$ cat config.mk
export PLATFORM = sky130hd
export DESIGN_NAME = vram_dma
export DESIGN_NICKNAME = d
export VERILOG_FILES = /design/src/rtl/vram_dma.sv
export SDC_FILE = /design/constraint.sdc
export NUM_CORES = 1
export LEC_CHECK = 0
export BUFFER_PORTS_ARGS = -buffer_cell sky130_fd_sc_hd__buf_2
export CAP_MARGIN = 20
export CORE_AREA = 5 5 96 116
export DETAILED_ROUTE_END_ITERATION = 6
export DIE_AREA = 0 0 101 121
export PLACE_DENSITY_LB_ADDON = 0.05
export SYNTH_ARGS = -nofsm -noshare
export SYNTH_HDL_FRONTEND = slang
export SYNTH_SLANG_ARGS = --single-unit
$ cat constraint.sdc
create_clock -name clk -period 3.4 [get_ports clk]
set_input_delay 0.68 -clock clk [delete_from_list [all_inputs] [get_ports clk]]
set_output_delay 0.68 -clock clk [all_outputs]
set_load 0.02 [all_outputs]
$ cat src/rtl/vram_dma.sv
`timescale 1ns/1ps
module vram_dma #(
  parameter int UNIT   = 16,
  parameter int MAXLEN = 128
) (
  input  logic        clk,
  input  logic        rst_n,
  input  logic        reg_we,
  input  logic [2:0]  reg_addr,
  input  logic [7:0]  reg_wdata,
  output logic [7:0]  reg_rdata,
  input  logic        lcd_on,
  input  logic [1:0]  disp_mode,
  output logic        mem_rd,
  output logic [15:0] mem_rd_addr,
  input  logic [7:0]  mem_rd_data,
  output logic        mem_wr,
  output logic [15:0] mem_wr_addr,
  output logic [7:0]  mem_wr_data,
  output logic        cpu_stall
);
  localparam int LW = $clog2(MAXLEN * UNIT) + 1;

  logic [7:0]    r_shi, r_slo, r_dhi, r_dlo, ctrl;
  logic          hb_mode, busy, phase, hb_prev;
  logic [15:0]   src, dst;
  logic [LW-1:0] left;

  wire        hb_now  = lcd_on && (disp_mode == 2'd0);
  wire        ctl_wr  = reg_we && !busy && (reg_addr == 3'd4);
  wire [15:0] src_req = {r_shi, r_slo} & 16'hFFF0;
  wire [15:0] dst_req = 16'h8000 | ({r_dhi, r_dlo} & 16'h1FF0);
  wire        src_bad = (src_req[15:13] == 3'b100);
  wire        arm     = reg_wdata[7];
  wire        go_now  = (!hb_mode && !arm) || hb_now;
  wire [15:0] src_nx  = src + 16'd1;
  wire [15:0] dst_nx  = dst + 16'd1;
  wire [7:0]  ctrl_dn = ctrl - 8'd1;

  assign mem_rd      = busy && !phase;
  assign mem_wr      = busy && phase;
  assign mem_rd_addr = src;
  assign mem_wr_addr = dst;
  assign mem_wr_data = mem_rd_data;
  assign cpu_stall   = busy;

  always_comb begin
    case (reg_addr)
      3'd0:    reg_rdata = r_shi;
      3'd1:    reg_rdata = r_slo;
      3'd2:    reg_rdata = r_dhi;
      3'd3:    reg_rdata = r_dlo;
      3'd4:    reg_rdata = ctrl;
      default: reg_rdata = 8'hFF;
    endcase
  end

  always_ff @(posedge clk or negedge rst_n) begin
    if (!rst_n) begin
      r_shi <= '0; r_slo <= '0; r_dhi <= '0; r_dlo <= '0;
      ctrl <= 8'hFF; hb_mode <= 1'b0; busy <= 1'b0; phase <= 1'b0;
      hb_prev <= 1'b0; src <= '0; dst <= '0; left <= '0;
    end else begin
      hb_prev <= hb_now;
      if (reg_we && !busy) begin
        case (reg_addr)
          3'd0: r_shi <= reg_wdata;
          3'd1: r_slo <= reg_wdata;
          3'd2: r_dhi <= reg_wdata;
          3'd3: r_dlo <= reg_wdata;
          default: ;
        endcase
      end
      if (busy) begin
        phase <= !phase;
        if (phase) begin
          src  <= src_nx;
          dst  <= dst_nx;
          left <= left - LW'(1);
          if (left == LW'(1)) begin
            busy <= 1'b0;
            {r_shi, r_slo} <= src_nx;
            {r_dhi, r_dlo} <= dst_nx;
            if (hb_mode) begin
              ctrl <= ctrl_dn;
              if (ctrl_dn == 8'hFF) hb_mode <= 1'b0;
            end else begin
              ctrl <= 8'hFF;
            end
          end
        end
      end else if (ctl_wr) begin
        if (src_bad) begin
          ctrl <= reg_wdata | 8'h80;
        end else begin
          hb_mode <= arm;
          src     <= src_req;
          dst     <= dst_req;
          if (go_now) begin
            busy  <= 1'b1;
            phase <= 1'b0;
            left  <= arm ? LW'(UNIT) : LW'((32'(reg_wdata[6:0]) + 32'd1) * UNIT);
            ctrl  <= {1'b0, reg_wdata[6:0]};
          end else if (arm && !lcd_on) begin
            ctrl  <= {1'b1, reg_wdata[6:0] + 7'd1};
          end else begin
            ctrl  <= {1'b0, reg_wdata[6:0]};
          end
        end
      end else if (hb_mode && hb_now && !hb_prev) begin
        busy  <= 1'b1;
        phase <= 1'b0;
        left  <= LW'(UNIT);
      end
    end
  end
endmodule

==> results of run 1 <==
## cell usage in the layout (no fill, tap or decap), types with 9 or more instances in the layout
cell type / instances
dfrtp_1: 80
a21oi_1: 63
nand2_1: 62
buf_2: 58
nor2_1: 44
mux2i_1: 31
o21ai_0: 31
o21ai_1: 29
nand3_1: 22
xor2_1: 22
inv_1: 19
nor3_1: 19
a211oi_1: 14
xnor2_1: 14
nor2b_1: 13
buf_4: 13
or3_1: 12
and3_1: 10
clkbuf_16: 9
## state kept, by name, indices dropped and copies added, names as in the netlist, 8 cells and up
| register | flops |
|---|---|
| mem_rd_addr | 16 |
| mem_wr_addr | 16 |
| left | 12 |
| ctrl | 8 |
| r_dhi | 8 |
| r_dlo | 8 |
| r_shi | 8 |
| r_slo | 8 |
## cell families (layout without fill, tap and decap cells)
| kind of cell | Yosys count | in the layout | share of synthesized area (%) |
|---|---|---|---|
| AO/OA/AOI/OAI | 196 | 196 | 20.4 |
| XOR/XNOR | 36 | 36 | 5.41 |
| adder cells (fa/ha/maj) | 6 | 6 | 1.29 |
| buffers and inverters | 72 | 108 | 6.03 |
| flip-flops | 88 | 88 | 37.9 |
| multiplexers | 41 | 41 | 7.58 |
| AND/OR/NAND/NOR | 233 | 233 | 21.3 |
## critical path, stage by stage
cell     delay, ps
buf_2          350
inv_1          290
a31oi_1        220
o21ai_0        130
o21ai_0        110
a21oi_1        130
buf_2          190
## power groups by stage
stage	Sequential (mW)	Clock (mW)	Combinational, mW
global placement	2.12	0	2.42
CTS	2.12	0.985	2.53
floorplan	2.09	0	1.71
finish	2.15	0.978	2.54
global route	2.21	1.04	2.79
detailed placement	2.14	0	2.51
## per-stage QoR
stage | instances | area, µm² | hold WS (ps) | util, % | setup WS, ps
floorplan | 672 | 5830 | 384 | - | 937
global placement | 817 | 6120 | 507 | 62.0 | 628
detailed placement | 818 | 6140 | 520 | 62.3 | 686
CTS | 834 | 6440 | 415 | 65.3 | 645
global route | 834 | 6440 | 437 | 65.3 | 453
finish | 834 | 6440 | 390 | 65.3 | 605
## worst min-delay path by stage
| stage | start | to | slack, ps | cells after the start |
|---|---|---|---|---|
| 2_1_floorplan | rst_n | cpu_stall$_DFF_PN0_ | 380 | 0 |
| 3_3_place_gp | left[1]$_DFFE_PN0P_ | left[1]$_DFFE_PN0P_ | 510 | 2 |
| 3_5_place_dp | left[1]$_DFFE_PN0P_ | left[1]$_DFFE_PN0P_ | 520 | 2 |
| 4_1_cts | rst_n | left[3]$_DFFE_PN0P_ | 410 | 1 |
| 5_1_grt | rst_n | left[3]$_DFFE_PN0P_ | 440 | 1 |
| 6_report | rst_n | left[3]$_DFFE_PN0P_ | 390 | 1 |
## area by class of cell
cell class | instances | area share [%]
Inverter | 19 | 1.11
Multi-Input combinational cell | 512 | 50.8
Clock inverter | 4 | 0.428
Sequential cell | 88 | 34.4
Timing Repair Buffer | 73 | 6.76
Tap cell | 126 | 2.45
Clock buffer | 12 | 4.14
## per-layer routing
metal	up-vias	share of wire [%]	global-route usage, %
li1	2494	-	-
met1	2691	41	39.1
met2	230	47	45.7
met3	44	7.9	5.46
met4	0	3.2	10.1
met5	-	0	0
==> run metrics, run 1 <==
Slew Limit Headroom 51.9%; cell count after synthesis 672; post-route DRC violation count 0; die width 101 µm; Fin Clk Skew 6.55 ps; Detail Route Antenna Nets 0; Hold Violations, Final 0; CTS Root Cell clkbuf_16; CP arrival 2110 ps; row count 40; Final TNS setup 0 ps; hold buffer count at CTS 0; Mapped Area 0.00583 mm²; antenna diode count 0; Post-Syn Area per Cell 8.67 µm²; # setup viols final 0; Critical path destination reg_rdata[3]; startpoint type of the worst setup path primary input; fillers 831; sw frac 45.2%; starting density of the core 59.1%; drt wl/cell 20.7 µm; max cap viols 0; grt total ovfl 0; Worst EP required 2720 ps; Routed Wire Length 17,200 µm; area delta synth->final 10.5%; PD cells 880 mW/mm²; Setup Buffers After CTS 0; CP endpoint kind output pin; Die H 121 µm; Top Ports 76; library cells used by synthesis 72; FFs w/ async S/R, synth 100%; TritonCTS clock tree yes; TritonCTS Buffers 9; post-synthesis sequential area ratio 37.9%; clk sinks 88; Final Max Tran Viols 0; Vias/cell 6.55; Flop pwr share 37.9%; global-route wire length before repair 27,300 µm; top cells by area, synth dfrtp_1 (34%), a21oi_1 (5.4%), mux2i_1 (5.3%), nand2_1 (4.0%), dfstp_2 (3.6%); gr usage total 28.8%; DRT iter0 DRCs 497; Setup crit start reg_addr[0]; Hold Path Class primary input to asynchronous set/reset pin; Multi-input gate area 0.00327 mm²; pin count of the biggest net entering global routing 56; R2R cell count 6; Combinational Power Share 44.9%; layout cells sized above 1 17.9%; clock slew at reported path FFs 70 ps; kind of critical path primary input to output pin; Worst IR Drop VDD 0.484 mV; Net count, final 734; sw power 2.56 mW; Internal 3.10 mW; commonest register cell after synthesis dfrtp_1; Detailed Routing Iterations Pass 1 5; setup slack, reg-to-reg 950 ps; Synth area leader dfrtp_1; routed via count 5,459; buffers added on ports 59; worst reg2reg path startpoint left[2]$_DFFE_PN0P_; RePlAce Congestion 0.906; Placeable Area 0.00986 mm²; commonest cells in the netlist dfrtp_1 (80), a21oi_1 (63), nand2_1 (62); die area 0.0122 mm²; synth warn 0; CTS H-Tree Depth 3; initial antenna violation count 0; Pwr Total 5.67 mW; post-DP HPWL 11,900 µm; Pleak 2.79 nW; Clock Tree Buf Depth 2; top-count cell post-synth dfrtp_1; clock power share 17.2%; status complete, no violations; crit path max fanout 19; vias in the first global route 5,178; Final Cycle Share 82.2%; register area 0.00221 mm²; post-cts resize count 0; Post-synth EDFFs 0; Max Fclk 358 MHz; Mapped Nets 703; Synth top area share 34.3%; Worst Max-Slew Pin Slew 721 ps; min Tclk post-route 2790 ps; clk_lat worst skew 340 ps; FF+latch count, synth 88; RR Endpoint r_slo[6]$_DFF_PN0_; setup repair after global routing missed its margin no
Note: power is estimated with default switching activity, not from simulation.
==> inputs of run 2 (changes only) <==
--- a/config.mk
+++ b/config.mk
@@ -5,11 +5,12 @@
 export SDC_FILE = /design/constraint.sdc
 export NUM_CORES = 1
 export LEC_CHECK = 0
+export ABC_AREA = 1
 export BUFFER_PORTS_ARGS = -buffer_cell sky130_fd_sc_hd__buf_2
 export CAP_MARGIN = 20
-export CORE_AREA = 5 5 96 116
+export CORE_AREA = 5 5 103 124
 export DETAILED_ROUTE_END_ITERATION = 6
-export DIE_AREA = 0 0 101 121
+export DIE_AREA = 0 0 108 129
 export PLACE_DENSITY_LB_ADDON = 0.05
 export SYNTH_ARGS = -nofsm -noshare
 export SYNTH_HDL_FRONTEND = slang
==> constraint.sdc (replaced) <==
create_clock -name clk -period 2.38 [get_ports clk]
set_input_delay 0.476 -clock clk [delete_from_list [all_inputs] [get_ports clk]]
set_output_delay 0.476 -clock clk [all_outputs]
set_load 0.02 [all_outputs]
==> run 2 against run 1 <==
Register-to-register slack got worse by 680 ps; setup slack got worse by 440 ps; synthesized cell count rose by 25%; area after synthesis rose by 1.8%; clock power rose by 55%; flip-flop and latch count did not move; global-route usage fell by 1.3 points; sequential power fell by 30%; total power fell by 43%.
==> run metrics, run 2 <==
status complete, no violations (unchanged); clk sinks 88 (unchanged); post-synthesis sequential area ratio 37.3% (was 37.9%); most frequent cells in the layout nand2_1 (242), inv_1 (85), o21ai_0 (82) (was dfrtp_1 (80), a21oi_1 (63), nand2_1 (62)); Hold Path Class primary input to asynchronous set/reset pin (unchanged); Worst IR Drop VDD 0.306 mV (was 0.484 mV); die area 0.0139 mm² (was 0.0122 mm²); Vias/cell 5.60 (was 6.55); hold buffer count at CTS 0 (unchanged); Detailed Routing Iterations Pass 1 5 (unchanged); Synth top area share 33.7% (was 34.3%); post-route DRC violation count 0 (unchanged); setup repair after global routing missed its margin no (unchanged); Worst Max-Slew Pin Slew 652 ps (was 721 ps); max cap viols 0 (unchanged); worst hold slack 105 ps (was 390 ps); RePlAce Congestion 0.959 (was 0.906); Setup crit start reg_addr[2] (was reg_addr[0]); commonest non-fill, non-tap cell in the layout nand2_1 (was dfrtp_1); Routed Wire Length 18,400 µm (was 17,200 µm); antenna diode count 0 (unchanged); Worst EP required 1900 ps (was 2720 ps); area delta synth->final 11.5% (was 10.5%); global-route wire length before repair 29,700 µm (was 27,300 µm); clock slew at reported path FFs 70 ps (about the same); post-cts resize count 0 (unchanged); commonest register cell after synthesis dfrtp_1 (unchanged); placed insts 1,032 (was 818); top-count cell post-synth nand2_1 (was dfrtp_1); crit path max fanout 6 (was 19); Mapped Area 0.00593 mm² (was 0.00583 mm²); post-DP HPWL 13,800 µm (was 11,900 µm); DRT iter0 DRCs 413 (was 497); Post-Syn Area per Cell 7.07 µm² (was 8.67 µm²); TritonCTS Buffers 9 (unchanged); TritonCTS clock tree yes (unchanged); buffers added on ports 59 (unchanged); cell count after synthesis 839 (was 672); starting density of the core 52.0% (was 59.1%); final cell count without fillers 1,048 (was 834); CTS Root Cell clkbuf_16 (unchanged); vias in the first global route 5,694 (was 5,178); worst reg2reg path startpoint left[0]$_DFFE_PN0P_ (was left[2]$_DFFE_PN0P_); Synth area leader dfrtp_1 (unchanged); min Tclk post-route 2220 ps; CP endpoint kind output pin (unchanged); layout cells sized above 1 16.6% (was 17.9%); Pleak 3.24 nW (was 2.79 nW); CTS H-Tree Depth 3 (unchanged); FF+latch count, synth 88 (unchanged); Detail Route Antenna Nets 0 (unchanged); Fin Clk Skew 7.57 ps (was 6.55 ps); Final TNS setup 0 ps (unchanged); row count 43 (was 40); WL met2 9100 µm (was 8180 µm); Die H 129 µm (was 121 µm); # setup viols final 0 (unchanged); Slew Limit Headroom 56.4% (was 51.9%); Max Fclk 451 MHz; WL met1 8070 µm (was 7160 µm); Top Ports 76 (unchanged); routed wl met3 799 µm (was 1360 µm); fillers 1,119 (was 831); Net count, final 917 (was 734); FFs w/ async S/R, synth 100% (unchanged); synth warn 0 (unchanged); grt total ovfl 0 (unchanged); DR top layer met4 (unchanged); kind of critical path primary input to output pin (unchanged); library cells used by synthesis 48 (was 72); PD cells 485 mW/mm² (was 880 mW/mm²); CP arrival 1740 ps (was 2110 ps); pin count of the biggest net entering global routing 39 (was 56); Hold Violations, Final 0 (unchanged); top cells by area, synth dfrtp_1 (34%), nand2_1 (15%), o21ai_0 (6.9%), inv_1 (5.4%), nand3_1 (4.0%) (was dfrtp_1 (34%), a21oi_1 (5.4%), mux2i_1 (5.3%), nand2_1 (4.0%), dfstp_2 (3.6%)); Placeable Area 0.0114 mm² (was 0.00986 mm²); drt wl/cell 17.6 µm (was 20.7 µm); routed via count 5,864 (was 5,459); Final Max Tran Viols 0 (unchanged); Clock Tree Buf Depth 2 (unchanged); Setup Buffers After CTS 0 (unchanged); die width 108 µm (was 101 µm); Mapped Nets 870 (was 703); clk_lat worst skew 350 ps (was 340 ps); startpoint type of the worst setup path primary input (unchanged); Final Cycle Share 93.2%; gr usage total 27.4% (was 28.8%); commonest cells in the netlist nand2_1 (242), inv_1 (85), o21ai_0 (82) (was dfrtp_1 (80), a21oi_1 (63), nand2_1 (62)); Post-synth EDFFs 0 (unchanged); initial antenna violation count 0 (unchanged)
==> run 2: cell types whose count changed after synthesis, moves of 19 or more <==
cell,change
o21ai_0,+51
mux2i_1,-31
nand2_1,+180
inv_1,+66
clkbuf_1,-19
a21oi_1,-28
nand3_1,+26
==> run 2: path summary, 6_finish.rpt <==
check | end | slack [ps] | cells after the start
max | reg_rdata[6] | 160 | 9
min | mem_rd_addr[14]$_DFFE_PN0P_ | 100 | 1
max reg2reg | r_dhi[6]$_DFF_PN0_ | 270 | 7
min reg2reg | ctrl[6]$_DFFE_PN1P_ | 480 | 2
max in group asynchronous | r_dhi[4]$_DFF_PN0_ | 1640 | 2
min in group clk | hb_prev$_DFF_PN0_ | 380 | 3
==> run 2: cells by family (layout without fill, tap and decap cells) <==
group	Yosys count	count (layout)	synth area share [%]
AO/OA/AOI/OAI	191	191	19.0
adder cells (fa/ha/maj)	6	6	1.27
buffers and inverters	129	181	9.74
flip-flops	88	88	37.3
XOR/XNOR	15	15	2.21
AND/OR/NAND/NOR	410	410	30.5
==> run 2: critical path, cell delays in order <==
cell and delay, ps:
buf_2 200, inv_2 60, nand3_1 170, inv_2 90, nand2_1 90, nand2_1 50, a21oi_1 260, o2111ai_1 150
buf_2 190
==> run 2: layout make-up <==
type | count | area (µm²) | area share [%]
Multi-Input combinational cell | 622 | 3140 | 47.5
Clock inverter | 6 | 78.8 | 1.19
Sequential cell | 88 | 2210 | 33.4
Timing Repair Buffer | 69 | 385 | 5.83
Tap cell | 157 | 196 | 2.97
Inverter | 96 | 360 | 5.45
Clock buffer | 10 | 239 | 3.61
==> run 2: metrics by stage <==
step | power [mW] | area (µm²) | worst slack (ps) | utilization (%)
after floorplan | 1.63 | 5930 | 585 | -
after global placement | 1.72 | 6300 | 194 | 55.2
after detailed placement | 1.72 | 6300 | 162 | 55.2
after CTS | 3.23 | 6620 | 161 | 58.0
after global routing | 3.31 | 6620 | 65.8 | 58.0
final | 3.21 | 6620 | 163 | 58.0
==> run 2: report_power, final <==
group          total [mW]  switching, mW  internal [mW]
Clock                1.52          0.666          0.858
Combinational       0.192          0.141         0.0506
Sequential           1.50       0.000572           1.50
Total                3.21          0.807           2.40
==> run 2: layer usage <==
layer	track usage, %	up-vias
li1	-	2847
met1	37.0	2788
met2	45.7	196
met3	3.41	33
met4	9.21	0
met5	0	-
